### config.mk
export PLATFORM = sky130hd
export DESIGN_NAME = mdio_master
export DESIGN_NICKNAME = d
export VERILOG_FILES = /design/src/rtl/mdio_pkg.sv /design/src/rtl/mdio_mdc_gen.sv /design/src/rtl/mdio_frame_engine.sv /design/src/rtl/mdio_master.sv
export SDC_FILE = /design/constraint.sdc
export NUM_CORES = 1
export LEC_CHECK = 0
export ABC_AREA = 1
export BUFFER_PORTS_ARGS = -buffer_cell sky130_fd_sc_hd__clkbuf_2
export CORE_ASPECT_RATIO = 1.4
export CORE_MARGIN = 3
export CORE_UTILIZATION = 42
export DETAILED_ROUTE_END_ITERATION = 6
export GPL_TIMING_DRIVEN = 0
export SYNTH_ARGS = -nofsm -noshare
export SYNTH_HDL_FRONTEND = slang
export SYNTH_SLANG_ARGS = --single-unit
### constraint.sdc
create_clock -name clk -period 1.7 [get_ports clk]
set_input_delay 0.34 -clock clk [delete_from_list [all_inputs] [get_ports clk]]
set_output_delay 0.34 -clock clk [all_outputs]
set_load 0.1 [all_outputs]
### src/rtl/mdio_pkg.sv
`timescale 1ns/1ps
package mdio_pkg;
    typedef struct packed {
        logic [1:0] ftype;
        logic [1:0] opc;
        logic [4:0] port;
        logic [4:0] dev;
    } mdio_cmd_t;

    localparam logic [4:0] OFS_CMD  = 5'h00;
    localparam logic [4:0] OFS_ADDR = 5'h04;
    localparam logic [4:0] OFS_WDAT = 5'h08;
    localparam logic [4:0] OFS_RDAT = 5'h0C;
    localparam logic [4:0] OFS_STAT = 5'h10;
    localparam int GO_BIT = 14;

    function automatic logic is_read(mdio_cmd_t c);
        return (c.ftype == 2'd0) ? c.opc[1] : (c.opc == 2'd2);
    endfunction

    function automatic logic is_addr_frame(mdio_cmd_t c);
        return (c.ftype == 2'd0) && (c.opc == 2'd0);
    endfunction
endpackage

### src/rtl/mdio_mdc_gen.sv
`timescale 1ns/1ps
module mdio_mdc_gen #(
    parameter int MDC_HALF = 4
) (
    input  logic clk,
    input  logic rst_n,
    input  logic run,
    output logic mdc,
    output logic rise_stb,
    output logic fall_stb
);
    localparam int CW = (MDC_HALF > 1) ? $clog2(MDC_HALF) : 1;

    typedef struct packed {
        logic [CW-1:0] cnt;
        logic          mdc;
    } gen_t;

    gen_t st_d, st_q;
    logic wrap;

    assign wrap     = (st_q.cnt == CW'(MDC_HALF - 1));
    assign rise_stb = run && wrap && !st_q.mdc;
    assign fall_stb = run && wrap &&  st_q.mdc;
    assign mdc      = st_q.mdc;

    always_comb begin
        st_d = st_q;
        if (!run) begin
            st_d.cnt = '0;
            st_d.mdc = 1'b0;
        end else if (wrap) begin
            st_d.cnt = '0;
            st_d.mdc = ~st_q.mdc;
        end else begin
            st_d.cnt = st_q.cnt + 1'b1;
        end
    end

    always_ff @(posedge clk or negedge rst_n) begin
        if (!rst_n) st_q <= '0;
        else        st_q <= st_d;
    end
endmodule

### src/rtl/mdio_frame_engine.sv
`timescale 1ns/1ps
module mdio_frame_engine
    import mdio_pkg::*;
#(
    parameter int PRE_LEN = 32
) (
    input  logic        clk,
    input  logic        rst_n,
    input  logic        start,
    input  mdio_cmd_t   cmd,
    input  logic [15:0] word,
    input  logic        rise_stb,
    input  logic        fall_stb,
    input  logic        mdio_i,
    output logic        busy,
    output logic        mdio_o,
    output logic        mdio_oe,
    output logic [15:0] rd_data,
    output logic        rd_done,
    output logic        rd_fail
);
    localparam int FLEN = PRE_LEN + 32;
    localparam int CW   = $clog2(FLEN);
    localparam int TA1  = PRE_LEN + 14;
    localparam int TA2  = PRE_LEN + 15;

    typedef struct packed {
        logic            busy;
        logic            rd;
        logic            fail;
        logic [CW-1:0]   cnt;
        logic [FLEN-1:0] sh;
        logic [15:0]     rsh;
    } eng_t;

    eng_t st_d, st_q;
    logic last;

    assign last    = (st_q.cnt == CW'(FLEN - 1));
    assign busy    = st_q.busy;
    assign mdio_o  = st_q.sh[FLEN-1];
    assign mdio_oe = st_q.busy && !(st_q.rd && (st_q.cnt >= CW'(TA1)));
    assign rd_data = st_q.rsh;
    assign rd_fail = st_q.fail;
    assign rd_done = st_q.busy && st_q.rd && fall_stb && last;

    always_comb begin
        st_d = st_q;
        if (start && !st_q.busy) begin
            st_d.busy = 1'b1;
            st_d.rd   = is_read(cmd);
            st_d.fail = 1'b0;
            st_d.cnt  = '0;
            st_d.sh   = {{PRE_LEN{1'b1}}, cmd,
                         (is_read(cmd) ? 2'b11 : 2'b10),
                         (is_read(cmd) ? 16'hFFFF : word)};
        end else if (st_q.busy) begin
            if (rise_stb) begin
                if (st_q.rd && (st_q.cnt == CW'(TA2)) && mdio_i)
                    st_d.fail = 1'b1;
                if (st_q.cnt > CW'(TA2))
                    st_d.rsh = {st_q.rsh[14:0], mdio_i};
            end
            if (fall_stb) begin
                st_d.sh = {st_q.sh[FLEN-2:0], 1'b1};
                if (last) st_d.busy = 1'b0;
                else      st_d.cnt  = st_q.cnt + 1'b1;
            end
        end
    end

    always_ff @(posedge clk or negedge rst_n) begin
        if (!rst_n) st_q <= '0;
        else        st_q <= st_d;
    end


    mdio_stable_chk: assert property (@(posedge clk) disable iff (!rst_n)
        (st_q.busy && !fall_stb) |=> $stable(mdio_o));

    rd_release_chk: assert property (@(posedge clk) disable iff (!rst_n)
        rd_done |-> !mdio_oe);

    fail_clear_chk: assert property (@(posedge clk) disable iff (!rst_n)
        $rose(st_q.busy) |-> !st_q.fail);
endmodule

### src/rtl/mdio_master.sv
`timescale 1ns/1ps
module mdio_master
    import mdio_pkg::*;
#(
    parameter int MDC_HALF = 4,
    parameter int PRE_LEN  = 32,
    parameter int ADDR_W   = 5,
    parameter int REG_W    = 32
) (
    input  logic              clk,
    input  logic              rst_n,
    input  logic              bus_en,
    input  logic              bus_we,
    input  logic [ADDR_W-1:0] bus_addr,
    input  logic [REG_W-1:0]  bus_wdata,
    output logic [REG_W-1:0]  bus_rdata,
    output logic              mdc,
    output logic              mdio_o,
    output logic              mdio_oe,
    input  logic              mdio_i
);
    typedef struct packed {
        mdio_cmd_t   cmd;
        logic [15:0] addr;
        logic [15:0] wdat;
        logic [15:0] rdat;
    } regs_t;

    regs_t rg_d, rg_q;
    logic busy, rise_stb, fall_stb, rd_done, rd_fail, start, wr;
    logic [15:0] rd_data, frame_word;
    mdio_cmd_t new_cmd;
    logic unused_bits;

    assign unused_bits = ^bus_wdata[REG_W-1:16] ^ bus_wdata[15];
    assign wr      = bus_en && bus_we;
    assign new_cmd = mdio_cmd_t'(bus_wdata[13:0]);
    assign start   = wr && (bus_addr == ADDR_W'(OFS_CMD)) && bus_wdata[GO_BIT] && !busy;
    assign frame_word = is_addr_frame(new_cmd) ? rg_q.addr : rg_q.wdat;

    always_comb begin
        rg_d = rg_q;
        if (wr) begin
            unique case (bus_addr)
                ADDR_W'(OFS_CMD):  if (!busy) rg_d.cmd = new_cmd;
                ADDR_W'(OFS_ADDR): rg_d.addr = bus_wdata[15:0];
                ADDR_W'(OFS_WDAT): rg_d.wdat = bus_wdata[15:0];
                default: ;
            endcase
        end
        if (rd_done) rg_d.rdat = rd_data;
    end

    always_ff @(posedge clk or negedge rst_n) begin
        if (!rst_n) rg_q <= '0;
        else        rg_q <= rg_d;
    end

    always_comb begin
        bus_rdata = '0;
        unique case (bus_addr)
            ADDR_W'(OFS_CMD):  bus_rdata = REG_W'({busy, rg_q.cmd});
            ADDR_W'(OFS_ADDR): bus_rdata = REG_W'(rg_q.addr);
            ADDR_W'(OFS_WDAT): bus_rdata = REG_W'(rg_q.wdat);
            ADDR_W'(OFS_RDAT): bus_rdata = REG_W'(rg_q.rdat);
            ADDR_W'(OFS_STAT): bus_rdata = REG_W'(rd_fail);
            default: ;
        endcase
    end

    mdio_mdc_gen #(.MDC_HALF(MDC_HALF)) u_gen (
        .clk(clk), .rst_n(rst_n), .run(busy),
        .mdc(mdc), .rise_stb(rise_stb), .fall_stb(fall_stb));

    mdio_frame_engine #(.PRE_LEN(PRE_LEN)) u_eng (
        .clk(clk), .rst_n(rst_n), .start(start), .cmd(new_cmd),
        .word(frame_word), .rise_stb(rise_stb), .fall_stb(fall_stb),
        .mdio_i(mdio_i), .busy(busy), .mdio_o(mdio_o), .mdio_oe(mdio_oe),
        .rd_data(rd_data), .rd_done(rd_done), .rd_fail(rd_fail));


    cmd_locked_chk: assert property (@(posedge clk) disable iff (!rst_n)
        (busy && wr && (bus_addr == ADDR_W'(OFS_CMD))) |=> $stable(rg_q.cmd));

    mdc_idle_chk: assert property (@(posedge clk) disable iff (!rst_n)
        !busy |-> !mdc);
endmodule

==> flow_summary.json <==
{
  "cp_num_buf_inv": 5,
  "ioPinCount": 77,
  "finalSetupTns_ns": -3.40,
  "synth_largest_area_cell": "dfrtp_1",
  "status": "finished, violations left",
  "max_stage_delay_ns": 0.24,
  "overflow": 0,
  "pre_cts_ws_ns": -0.702,
  "core-area_sq_um": 16400,
  "area_delta_synth_final_pct": 27.8,
  "setup_slack_ns": -0.267,
  "grt_pass1_wl_um": 32900,
  "grt_pass1_vias": 6140,
  "antenna_found_initial": 0,
  "finalWirelength_um": 20900,
  "power_density_nw_per_um2": 987,
  "leakagePower_uw": 0.00432,
  "port_buffers": 43,
  "critPathLaunchType": "input pin",
  "cap_violations": 0,
  "dieArea_sq_um": 18700,
  "wl_per_cell_um": 17.5,
  "initial_core_util_pct": 43.7,
  "vias": 6313,
  "antenna_cells": 0,
  "violations": "setup timing",
  "hold_path.class": "input pin to register",
  "worstSetupPathType": "input pin to output port",
  "yosys_register_bits": 154,
  "endpoint_kind": "output port",
  "die_width_um": 117,
  "layout.nets": 1023,
  "whs_ns": 0.151,
  "critPathMaxFanout": 7,
  "arrival_ns": 1.63,
  "synthCells": 856,
  "synth_edf_count": 0,
  "path_delay_family": "buffers and inverters",
  "max_freq_mhz": 508,
  "ir_drop_mv": 0.650,
  "regToRegSetupSlack_ns": 0.06,
  "fill_cells": 1479,
  "seq_area_frac_synth_pct": 53.7,
  "grt_usage_pct": 22.8,
  "slew_viol_final": 0,
  "route.detailed.drc": 0,
  "crit_path_top_delay_cell": "buf_8",
  "cp_cell_sequence": "clkbuf_2 -> nor2_4 -> buf_4 -> nand2_2 -> nor2_4 -> buf_12 -> buf_4 -> a21oi_1 -> nand4_1 -> buf_8",
  "setup_violations": 17,
  "drt_first_pass_iters": 6,
  "cts_tree": "built",
  "synth.top_cell.area_share_pct": 53.7,
  "synth.area.top_cells": "dfrtp_1 (54%), nand2_1 (14%), nand3_1 (9.3%), o21ai_0 (3.3%), nand4_1 (3.0%)",
  "final_layout_size_suffix_gt1_share_pct": 22.5,
  "synthesis.area_sq_um": 7180,
  "antenna_left": 0,
  "vias_per_cell": 5.31,
  "dp_hpwl_um": 14600,
  "rsz0062_at_grt": "yes",
  "syn_area_per_cell_sq_um": 8.39,
  "cts_root_buffer": "clkbuf_16",
  "htree_levels": 4,
  "grt_max_degree": 106,
  "clk_latency_ns": 0.44,
  "skew_ns": 0.00813,
  "synthDistinctLibCells": 32,
  "cts-buffers-inserted": 17,
  "ys.flop_type": "dfrtp_1",
  "row_count": 55,
  "yosysWarnings": 0,
  "die_h_um": 161,
  "relSlewSlack_pct": 62.6,
  "fin_crit_ns": 1.97,
  "power.total_uw": 9050,
  "hold_viol_final": 0,
  "critPathRequiredTime_ns": 1.36,
  "gp_congestion": 0.870,
  "cts.sinks": 154,
  "synthArstFlopShare_pct": 100,
  "clk_pin_slew_worst_paths_ns": 0.06,
  "cts_max_path_buffers": 2,
  "first_iter_violations": 370,
  "tightest_slew_ns": 0.561,
  "period_share_pct": 116
}
==> routing by layer <==
layer | global-route usage (%) | share of wire [%] | up-vias
li1 | - | - | 3036
met1 | 27.1 | 39 | 3092
met2 | 39.3 | 54 | 137
met3 | 4.56 | 3.8 | 48
met4 | 10.1 | 3.7 | 0
met5 | 0 | 0 | -
==> registers in the layout, summed over array words and instances, names as in the netlist <==
name	flops
u_gen.mdc	1
u_eng.st_q	70
u_eng.rd_fail	1
u_eng.mdio_o	1
u_eng.busy	1
u_eng.rd_data	16
rg_q	62
u_gen.st_q	2
==> report_power, final <==
group / internal, uW / leakage (uW) / switching (uW) / total [uW]
clock: 2010 / 0.000262 / 1580 / 3590
combinational: 456 / 0.00231 / 800 / 1260
sequential: 3960 / 0.00174 / 246 / 4200
total: 6420 / 0.00432 / 2630 / 9050
==> final timing paths <==
kind	from	endpoint	cells after the start
setup / recovery	bus_addr[0]	bus_rdata[0]	10
hold / removal	bus_wdata[15]	rg_q[31]$_DFFE_PN0P_	3
setup reg to reg	u_eng.st_q[80]$_DFFE_PN0P_	u_eng.st_q[80]$_DFFE_PN0P_	12
hold reg to reg	u_gen.st_q[1]$_DFF_PN0_	u_gen.st_q[1]$_DFF_PN0_	1
max in group asynchronous	rst_n	rg_q[17]$_DFFE_PN0P_	3
min in group asynchronous	rst_n	u_eng.st_q[69]$_DFFE_PN0P_	2
==> synth_stat cells, types with 2 or more instances <==
library cell,n
nand3_1,133
a21oi_2,3
nand3_4,2
o211ai_1,16
nor3_2,2
nor2_1,26
nand4_1,34
o21ai_0,48
dfrtp_1,154
nor2_4,4
a21oi_1,17
buf_2,22
inv_1,53
clkbuf_1,23
nor2_2,3
nand2_1,261
ha_1,3
inv_2,5
o21ai_1,15
xor2_1,2
buf_6,2
buf_4,18
==> worst reg2reg max path: stages (launching register included) <==
cell and delay (ns):
dfrtp_1 0.37, inv_2 0.06, buf_6 0.11, buf_6 0.10, buf_6 0.10, buf_6 0.11
buf_6 0.10, buf_4 0.13, buf_6 0.11, buf_6 0.10, buf_6 0.10, nand4_1 0.07
nand2_1 0.08
==> area by class of cell <==
cell class | instances | area [sq um] | area share, %
buffer | 66 | 464 | 5.06
timing repair inverter | 1 | 3.75 | 0.0409
clock buffer | 18 | 429 | 4.68
timing repair buffer | 87 | 895 | 9.75
multi-input combinational | 592 | 2930 | 31.9
tap | 199 | 249 | 2.71
sequential | 154 | 3860 | 42.1
clock inverter | 14 | 124 | 1.35
inverter | 59 | 228 | 2.48
==> kinds of logic after synthesis <==
family,share of synthesized area [%]
and+or+nand+nor,29.3
xor gates and xnor gates,0.366
buffers and inverters,8.07
AOI/OAI and AO/OA,7.84
DFF,53.7
adders and majority gates,0.523
muxes,0.139
other,0.0522
==> placed cells by master (no fill, tap or decap), types with 8 or more instances in the layout <==
master,synthesis,routed
a21oi_1,17,16
buf_12,0,8
buf_2,22,14
buf_4,18,47
buf_6,2,19
buf_8,0,9
clkbuf_16,0,21
clkbuf_2,0,34
conb_1,1,16
dfrtp_1,154,152
inv_1,53,52
nand2_1,261,254
nand3_1,133,129
nand4_1,34,34
nor2_1,26,22
o211ai_1,16,16
o21ai_0,48,40
o21ai_1,15,21
==> repair_timing <==
action | in CTS | in global routing
hold endpoints to repair | 49 | 0
setup endpoints to repair | 95 | 120
setup buffers | 34 | 11
cloned | 2 | 2
resized for setup | 89 | 77
hold buffers | 1 | 0
pin swaps | 16 | 11
==> metrics by stage <==
step | instance area, sq um | std cells | utilization, %
after floorplan | 7260 | 871 | -
after global placement | 7720 | 1113 | 47.0
after detailed placement | 7760 | 1114 | 47.2
after CTS | 8900 | 1179 | 54.1
after global routing | 9180 | 1190 | 55.8
final | 9180 | 1190 | 55.8
No activity file was read; power rests on OpenSTA's default activity.
